--- src/rtl/ta_pkg.sv ---
package ta_pkg;

  typedef enum logic [1:0] {
    TA_IDLE  = 2'd0,
    TA_ARMED = 2'd1,
    TA_OPEN  = 2'd2
  } ta_state_e;

  typedef struct packed {
    logic hit;     // write to key address
    logic first;   // first key byte
    logic second;  // second key byte
  } ta_key_t;

endpackage

--- src/rtl/ta_rst_sync.sv ---
module ta_rst_sync #(
  parameter int STAGES = 2
) (
  input  logic clk,
  input  logic rst_n,
  output logic rst_n_sync
);
  logic [STAGES-1:0] sync_q;

  always_ff @(posedge clk or negedge rst_n) begin
    if (!rst_n) sync_q <= '0;
    else        sync_q <= {sync_q[STAGES-2:0], 1'b1};
  end

  assign rst_n_sync = sync_q[STAGES-1];
endmodule

--- src/rtl/ta_key_decode.sv ---
module ta_key_decode
  import ta_pkg::*;
#(
  parameter int            AW       = 8,
  parameter int            DW       = 8,
  parameter logic [AW-1:0] KEY_ADDR = 8'hC7,
  parameter logic [DW-1:0] KEY1     = 8'hAA,
  parameter logic [DW-1:0] KEY2     = 8'h55
) (
  input  logic          wr,
  input  logic [AW-1:0] addr,
  input  logic [DW-1:0] wdata,
  output logic          addr_is_key,
  output ta_key_t       key
);
  always_comb begin
    addr_is_key = (addr == KEY_ADDR);
    key.hit     = wr && addr_is_key;
    key.first   = key.hit && (wdata == KEY1);
    key.second  = key.hit && (wdata == KEY2);
  end
endmodule

--- src/rtl/ta_tick_counter.sv ---
module ta_tick_counter #(
  parameter int CW = 2
) (
  input  logic          clk,
  input  logic          rst_n,
  input  logic          load,
  input  logic [CW-1:0] load_val,
  input  logic          dec,
  output logic          last
);
  logic [CW-1:0] cnt_q, cnt_d;
  logic          cnt_en;

  always_comb begin
    cnt_en = load || dec;
    cnt_d  = cnt_q;
    if (load)                   cnt_d = load_val;
    else if (dec && cnt_q != 0) cnt_d = cnt_q - 1'b1;
  end

  always_ff @(posedge clk or negedge rst_n) begin
    if (!rst_n)      cnt_q <= '0;
    else if (cnt_en) cnt_q <= cnt_d;
  end

  assign last = (cnt_q == {{(CW-1){1'b0}}, 1'b1});
endmodule

--- src/rtl/ta_seq_ctrl.sv ---
module ta_seq_ctrl
  import ta_pkg::*;
#(
  parameter int WIN_CYC = 3,
  parameter int GAP_CYC = 3,
  parameter int CW      = 2
) (
  input  logic          clk,
  input  logic          rst_n,
  input  logic          tick,
  input  ta_key_t       key,
  input  logic          cnt_last,
  output logic          cnt_load,
  output logic [CW-1:0] cnt_val,
  output logic          cnt_dec,
  output logic          open
);
  localparam logic [CW-1:0] GAP_LD = CW'(GAP_CYC);
  localparam logic [CW-1:0] WIN_LD = CW'(WIN_CYC);

  ta_state_e state_q, state_d;

  always_comb begin
    state_d  = state_q;
    cnt_load = 1'b0;
    cnt_val  = GAP_LD;
    if (key.first) begin
      state_d  = TA_ARMED;
      cnt_load = 1'b1;
      cnt_val  = GAP_LD;
    end else if (key.second && state_q == TA_ARMED) begin
      state_d  = TA_OPEN;
      cnt_load = 1'b1;
      cnt_val  = WIN_LD;
    end else if (key.hit) begin
      state_d  = TA_IDLE;
    end else if (tick && state_q != TA_IDLE && cnt_last) begin
      state_d  = TA_IDLE;
    end
    cnt_dec = tick && !key.hit && (state_q != TA_IDLE);
  end

  always_ff @(posedge clk or negedge rst_n) begin
    if (!rst_n) state_q <= TA_IDLE;
    else        state_q <= state_d;
  end

  assign open = (state_q == TA_OPEN);
endmodule

--- src/rtl/timed_access_guard.sv ---
module timed_access_guard
  import ta_pkg::*;
#(
  parameter int            AW       = 8,
  parameter int            DW       = 8,
  parameter logic [AW-1:0] KEY_ADDR = 8'hC7,
  parameter logic [DW-1:0] KEY1     = 8'hAA,
  parameter logic [DW-1:0] KEY2     = 8'h55,
  parameter int            WIN_CYC  = 3,
  parameter int            GAP_CYC  = 3
) (
  input  logic          clk,
  input  logic          rst_n,
  input  logic          cyc_tick,
  input  logic          bus_wr,
  input  logic [AW-1:0] bus_addr,
  input  logic [DW-1:0] bus_wdata,
  output logic          prot_wr_ok,
  output logic          win_open
);
  localparam int MAXC = (WIN_CYC > GAP_CYC) ? WIN_CYC : GAP_CYC;
  localparam int CW   = $clog2(MAXC + 1);

  logic          rst_n_s;
  logic          addr_is_key;
  ta_key_t       key;
  logic          cnt_load, cnt_dec, cnt_last;
  logic [CW-1:0] cnt_val;

  ta_rst_sync #(.STAGES(2)) u_rst (
    .clk(clk), .rst_n(rst_n), .rst_n_sync(rst_n_s)
  );

  ta_key_decode #(
    .AW(AW), .DW(DW), .KEY_ADDR(KEY_ADDR), .KEY1(KEY1), .KEY2(KEY2)
  ) u_dec (
    .wr(bus_wr), .addr(bus_addr), .wdata(bus_wdata),
    .addr_is_key(addr_is_key), .key(key)
  );

  ta_seq_ctrl #(.WIN_CYC(WIN_CYC), .GAP_CYC(GAP_CYC), .CW(CW)) u_seq (
    .clk(clk), .rst_n(rst_n_s), .tick(cyc_tick), .key(key),
    .cnt_last(cnt_last), .cnt_load(cnt_load), .cnt_val(cnt_val),
    .cnt_dec(cnt_dec), .open(win_open)
  );

  ta_tick_counter #(.CW(CW)) u_cnt (
    .clk(clk), .rst_n(rst_n_s), .load(cnt_load), .load_val(cnt_val),
    .dec(cnt_dec), .last(cnt_last)
  );

  assign prot_wr_ok = bus_wr && win_open && !addr_is_key;
endmodule

--- config.mk ---
export PLATFORM = sky130hd
export DESIGN_NAME = timed_access_guard
export DESIGN_NICKNAME = d
export VERILOG_FILES = /design/src/rtl/ta_pkg.sv /design/src/rtl/ta_rst_sync.sv /design/src/rtl/ta_key_decode.sv /design/src/rtl/ta_tick_counter.sv /design/src/rtl/ta_seq_ctrl.sv /design/src/rtl/timed_access_guard.sv
export SDC_FILE = /design/constraint.sdc
export NUM_CORES = 1
export LEC_CHECK = 0
export BUFFER_PORTS_ARGS = -buffer_cell sky130_fd_sc_hd__buf_2
export CAP_MARGIN = 20
export CORE_AREA = 2 2 39 41
export DETAILED_ROUTE_END_ITERATION = 8
export DIE_AREA = 0 0 41 43
export GPL_TIMING_DRIVEN = 0
export SYNTH_ARGS = -nofsm -noshare
export SYNTH_HDL_FRONTEND = slang
export SYNTH_SLANG_ARGS = --single-unit
--- constraint.sdc ---
create_clock -name clk -period 0.8 [get_ports clk]
set_clock_uncertainty 0.05 [all_clocks]
set_input_delay 0.12 -clock clk [delete_from_list [all_inputs] [get_ports clk]]
set_output_delay 0.12 -clock clk [all_outputs]
set_load 0.05 [all_outputs]
Word level (Yosys, flattened, before mapping):

Index checks and enable logic that the tools add are counted.

* order comparisons: 0
* bitwise operators: 0
* add/subtract/negate cells: 1
* reductions and logical operators: 19
* multiplexer cells: 8
* eq/ne operators: 6
* $mul: 0
* shift operators: 0
* div/mod/pow operators: 0

Operators with widths (count)
* == test 8 bit, second input constant: 2
* 2-to-1 mux 2 bit: 6
* logical AND 1 bit: 11
* == test 8 x 7 -> 1 bit, second input constant: 1
* nonzero test 2 bit: 3
* == test 2 x 1 -> 1 bit, second input constant: 2
* nonzero test 4 bit: 1
* == test 2 bit, second input constant: 1
* logical NOT 1 bit: 2
* 2-to-1 mux 1 bit: 2
* AND reduction 2 bit: 1
* subtractor 2 x 1 -> 2 bit, second input constant: 1
* logical OR 1 bit: 1

* flip-flop bits (word level): 6
* bits in latches: 0
* bits of input ports: 20
* bits in read-only memories: 0
* logic and storage cells: 37
* output and inout bits: 2
* memory bits (writable): 0
* memories kept: 0

Longest topological paths before layout:

* depth after elaboration: 8
* gate-level depth with buffers: 6
* mapped depth without buffers: 6

Modules after synthesis:

Synthesis repeated with hierarchy kept, for this count alone.

* cells, all modules: 44
* area total of the unflattened synthesis: 452.9 µm²

By module, submodules not included
* ta_tick_counter: times used 1, sequential area each 50.0 µm², area each 138.9 µm², cells an instance 14
* ta_seq_ctrl: times used 1, sequential area each 50.0 µm², area each 137.6 µm², cells an instance 16
* ta_key_decode: times used 1, sequential area each 0.0 µm², area each 113.9 µm², cells an instance 10
* ta_rst_sync: times used 1, sequential area each 50.0 µm², area each 53.8 µm², cells an instance 3
* timed_access_guard: times used 1, sequential area each 0.0 µm², area each 8.8 µm², cells an instance 1

Least setup slack after synthesis:

OpenSTA, ideal clock, no wires.

* path type: register to output
* from: reg u_seq.state_q[0]
* to: out prot_wr_ok
* path slack: -1.025 ns
* cell stages (with the launch flop): 3
* arrival: 1.655 ns
* path through: dfrtp_1 > nor2b_1 > o211a_1

* cells in the longest elaborated chain, start to end: 3

RTL lines
* start: declaration: RTL line ta_seq_ctrl.sv:21 `ta_state_e state_q, state_d;`
* start signal: assignment: RTL line ta_seq_ctrl.sv:45 `else state_q <= state_d;`
* == test 2 bit: RTL line ta_seq_ctrl.sv:48 `assign open = (state_q == TA_OPEN);`
* named net win_open: RTL line timed_access_guard.sv:19 `output logic win_open`
* logical AND 1 bit (2 in series): RTL line timed_access_guard.sv:52 `assign prot_wr_ok = bus_wr && win_open && !addr_is_key;`
* end: declaration: RTL line timed_access_guard.sv:18 `output logic prot_wr_ok,`

The timed path passes the listed nets, and every way through them passes these cells.

Worst setup path in the final report:

* from: reg u_seq.state_q[0]
* to: out prot_wr_ok

* cells in the longest elaborated chain, start to end: 3

RTL lines (RTL line)
* == test 2 bit: ta_seq_ctrl.sv:48
* logical AND 1 bit (2 in series): timed_access_guard.sv:52

No other way between the ends.

==> impl_metrics.env <==
export IMPL_cts_made_buffers=3
export IMPL_cts_max_level=1
export IMPL_port_buffers=21
export IMPL_row_count=14
export IMPL_nFillCells=132
export IMPL_insertion_delay_ns=0.24
export IMPL_post_drt_wl_per_cell_um=11.1
export IMPL_fin_tns_setup_ns=-2.44
export IMPL_initial_core_util=0.307
export IMPL_hold_violations=0
export IMPL_critPathCaptureType="output port"
export IMPL_drtAntennaViolNets=0
export IMPL_worst_slack_ns=-0.470
export IMPL_cp_max_fo=4
export IMPL_synth_seq_cells=6
export IMPL_drc=0
export IMPL_clkSinkCount=6
export IMPL_required_ns=0.63
export IMPL_clk_path_buf_depth=2
export IMPL_whs_ns=0.00291
export IMPL_synthDistinctLibCells=23
export IMPL_slew_violations=0
export IMPL_fin_crit_ns=1.27
export IMPL_drv_cap=0
export IMPL_max_clock_freq_mhz=788
export IMPL_grt_max_degree=6
export IMPL_drive_gt1_frac=0.671
export IMPL_place_ws_ns=-0.612
export IMPL_grt_usage=0.138
export IMPL_synth_nets=61
export IMPL_hpwlAfterDp_um=759
export IMPL_path_class="reg2out"
export IMPL_antenna_cells=0
export IMPL_first_pass_iters=1
export IMPL_hp_class="reg2async"
export IMPL_die_width_um=41
export IMPL_grt_pass1_vias=450
export IMPL_crit_reg2reg_launch="u_cnt.cnt_q[0]"
export IMPL_syn_area_per_cell_um2=10.9
export IMPL_drtIter0Drc=0
export IMPL_vias_per_cell=4.64
export IMPL_nets=97
export IMPL_violations="negative setup slack"
export IMPL_antenna_found_initial=0
export IMPL_die_area_um2=1760
export IMPL_grt_pass1_wl_um=1610
export IMPL_area_growth_pct=72.6
export IMPL_yosys_warnings=0
export IMPL_rsz0062_at_grt="yes"
export IMPL_synthCells=39
export IMPL_layout_commonest_cell="buf_2"
export IMPL_die_height_um=43
export IMPL_crit_start="u_seq.state_q[0]"
export IMPL_max_vdd_ir_drop_uv=678
export IMPL_power_density_nw_per_um2=944
export IMPL_p_leak_nw=0.343
export IMPL_ys_seq_area_frac=0.354
export IMPL_fin_crit_sh=1.59
export IMPL_status="finished with violations"
export IMPL_pin_count=22
export IMPL_layout_common_cells="19 x buf_2, 7 x buf_4, 6 x dfrtp_1"
export IMPL_cp_start_kind="flip-flop"
export IMPL_wirelength_um=988
export IMPL_cts_reportedPaths_clkPinSlew_ns=0.04
export IMPL_root_buffer="clkbuf_4"
export IMPL_crit_arrival_ns=1.10
export IMPL_cts_tree="done"
export IMPL_grt_overflow_total=0
export IMPL_final_util=0.529
export IMPL_syn_area_um2=424
export IMPL_gp_congestion=0.707
export IMPL_core_area_um2=1380
export IMPL_route_vias_total=413
export IMPL_setup_viol=6
## cells in the mapped netlist
cell type   number  area share
nand2_1          5       0.044
dfrtp_1          6        0.35
nor2_1           3       0.027
and4b_1          1       0.024
o31ai_4          1       0.050
conb_1           1      0.0088
nand3_1          2       0.024
o211a_1          1       0.024
nand4bb_1        2       0.053
nor2b_1          1       0.015
nor3_1           1       0.012
nand4b_4         1       0.056
inv_1            2       0.018
clkinvlp_2       1       0.012
a32oi_1          1       0.021
and3_1           1       0.015
or3_4            1       0.027
nand4bb_4        1       0.065
a21oi_1          1       0.012
o32ai_1          1       0.021
nand2b_1         1       0.015
ha_1             2       0.059
nor4bb_1         2       0.047
## path summary, 6_finish.rpt
path,to,slack (ns),cells past startpoint
hold reg to reg,u_seq.state_q[1],0.003,0
hold / removal,u_seq.state_q[1],0.003,0
max in group asynchronous,u_rst.sync_q[0],0.46,2
setup reg to reg,u_cnt.cnt_q[1],-0.46,6
min in group clk,u_seq.state_q[0],0.18,4
setup / recovery,prot_wr_ok,-0.47,3
## through the flow
stage / area (um^2) / total power, mW / instances
6_report: 732 / 0.691 / 89
5_1_grt: 732 / 0.755 / 89
4_1_cts: 688 / 0.711 / 85
3_5_place_dp: 579 / 0.415 / 76
3_3_place_gp: 579 / 0.411 / 76
2_1_floorplan: 454 / 0.350 / 39
## layout make-up
class                           instances  area (um^2)  area share
Multi-Input combinational cell         30          317       0.432
Timing Repair Buffer                   31          210       0.287
Sequential cell                         6          150       0.205
Clock buffer                            3         22.5      0.0308
Tap cell                               16         20.0      0.0274
Inverter                                3         12.5      0.0171
## layer usage
metal  track usage  up-vias  part of all wire
met5             0        -                 0
met4         0.100        0                 0
met3        0.0366        0             0.067
met2         0.238       13              0.56
met1         0.126      188              0.37
li1              -      212                 -
## report_power, final
part           leakage (nW)  internal, mW  total [mW]  switching, mW
clock                0.0138         0.169       0.269         0.0998
combinational         0.261        0.0637       0.107         0.0436
sequential           0.0688         0.310       0.315        0.00466
total                 0.343         0.543       0.691          0.148
## worst max-delay path, cell delays in order, from the launching register on
cell,delay [ns]
dfrtp_1,0.42
nor2b_4,0.14
o211a_4,0.16
buf_8,0.14
## sequential cells by signal (all words and copies together) (netlist names)
signal / flops
u_cnt.cnt_q: 2
u_rst.sync_q: 2
u_seq.state_q: 2
## timing repair
action	in CTS	in global routing
resized for setup	12	5
hold endpoints to repair	2	0
setup endpoints to repair	6	6
hold buffers	1	0
buffers inserted	6	4
pin swaps	6	3
## kinds of logic after synthesis
kind of cell,count (synthesis),synth area share
AO/OA/AOI/OAI,5,0.127
adder cells (fa/ha/maj),2,0.0590
buffers and inverters,3,0.0295
flip-flops,6,0.354
other,1,0.00884
AND/OR/NAND/NOR,22,0.422
Power figures use the tool's default switching activity.
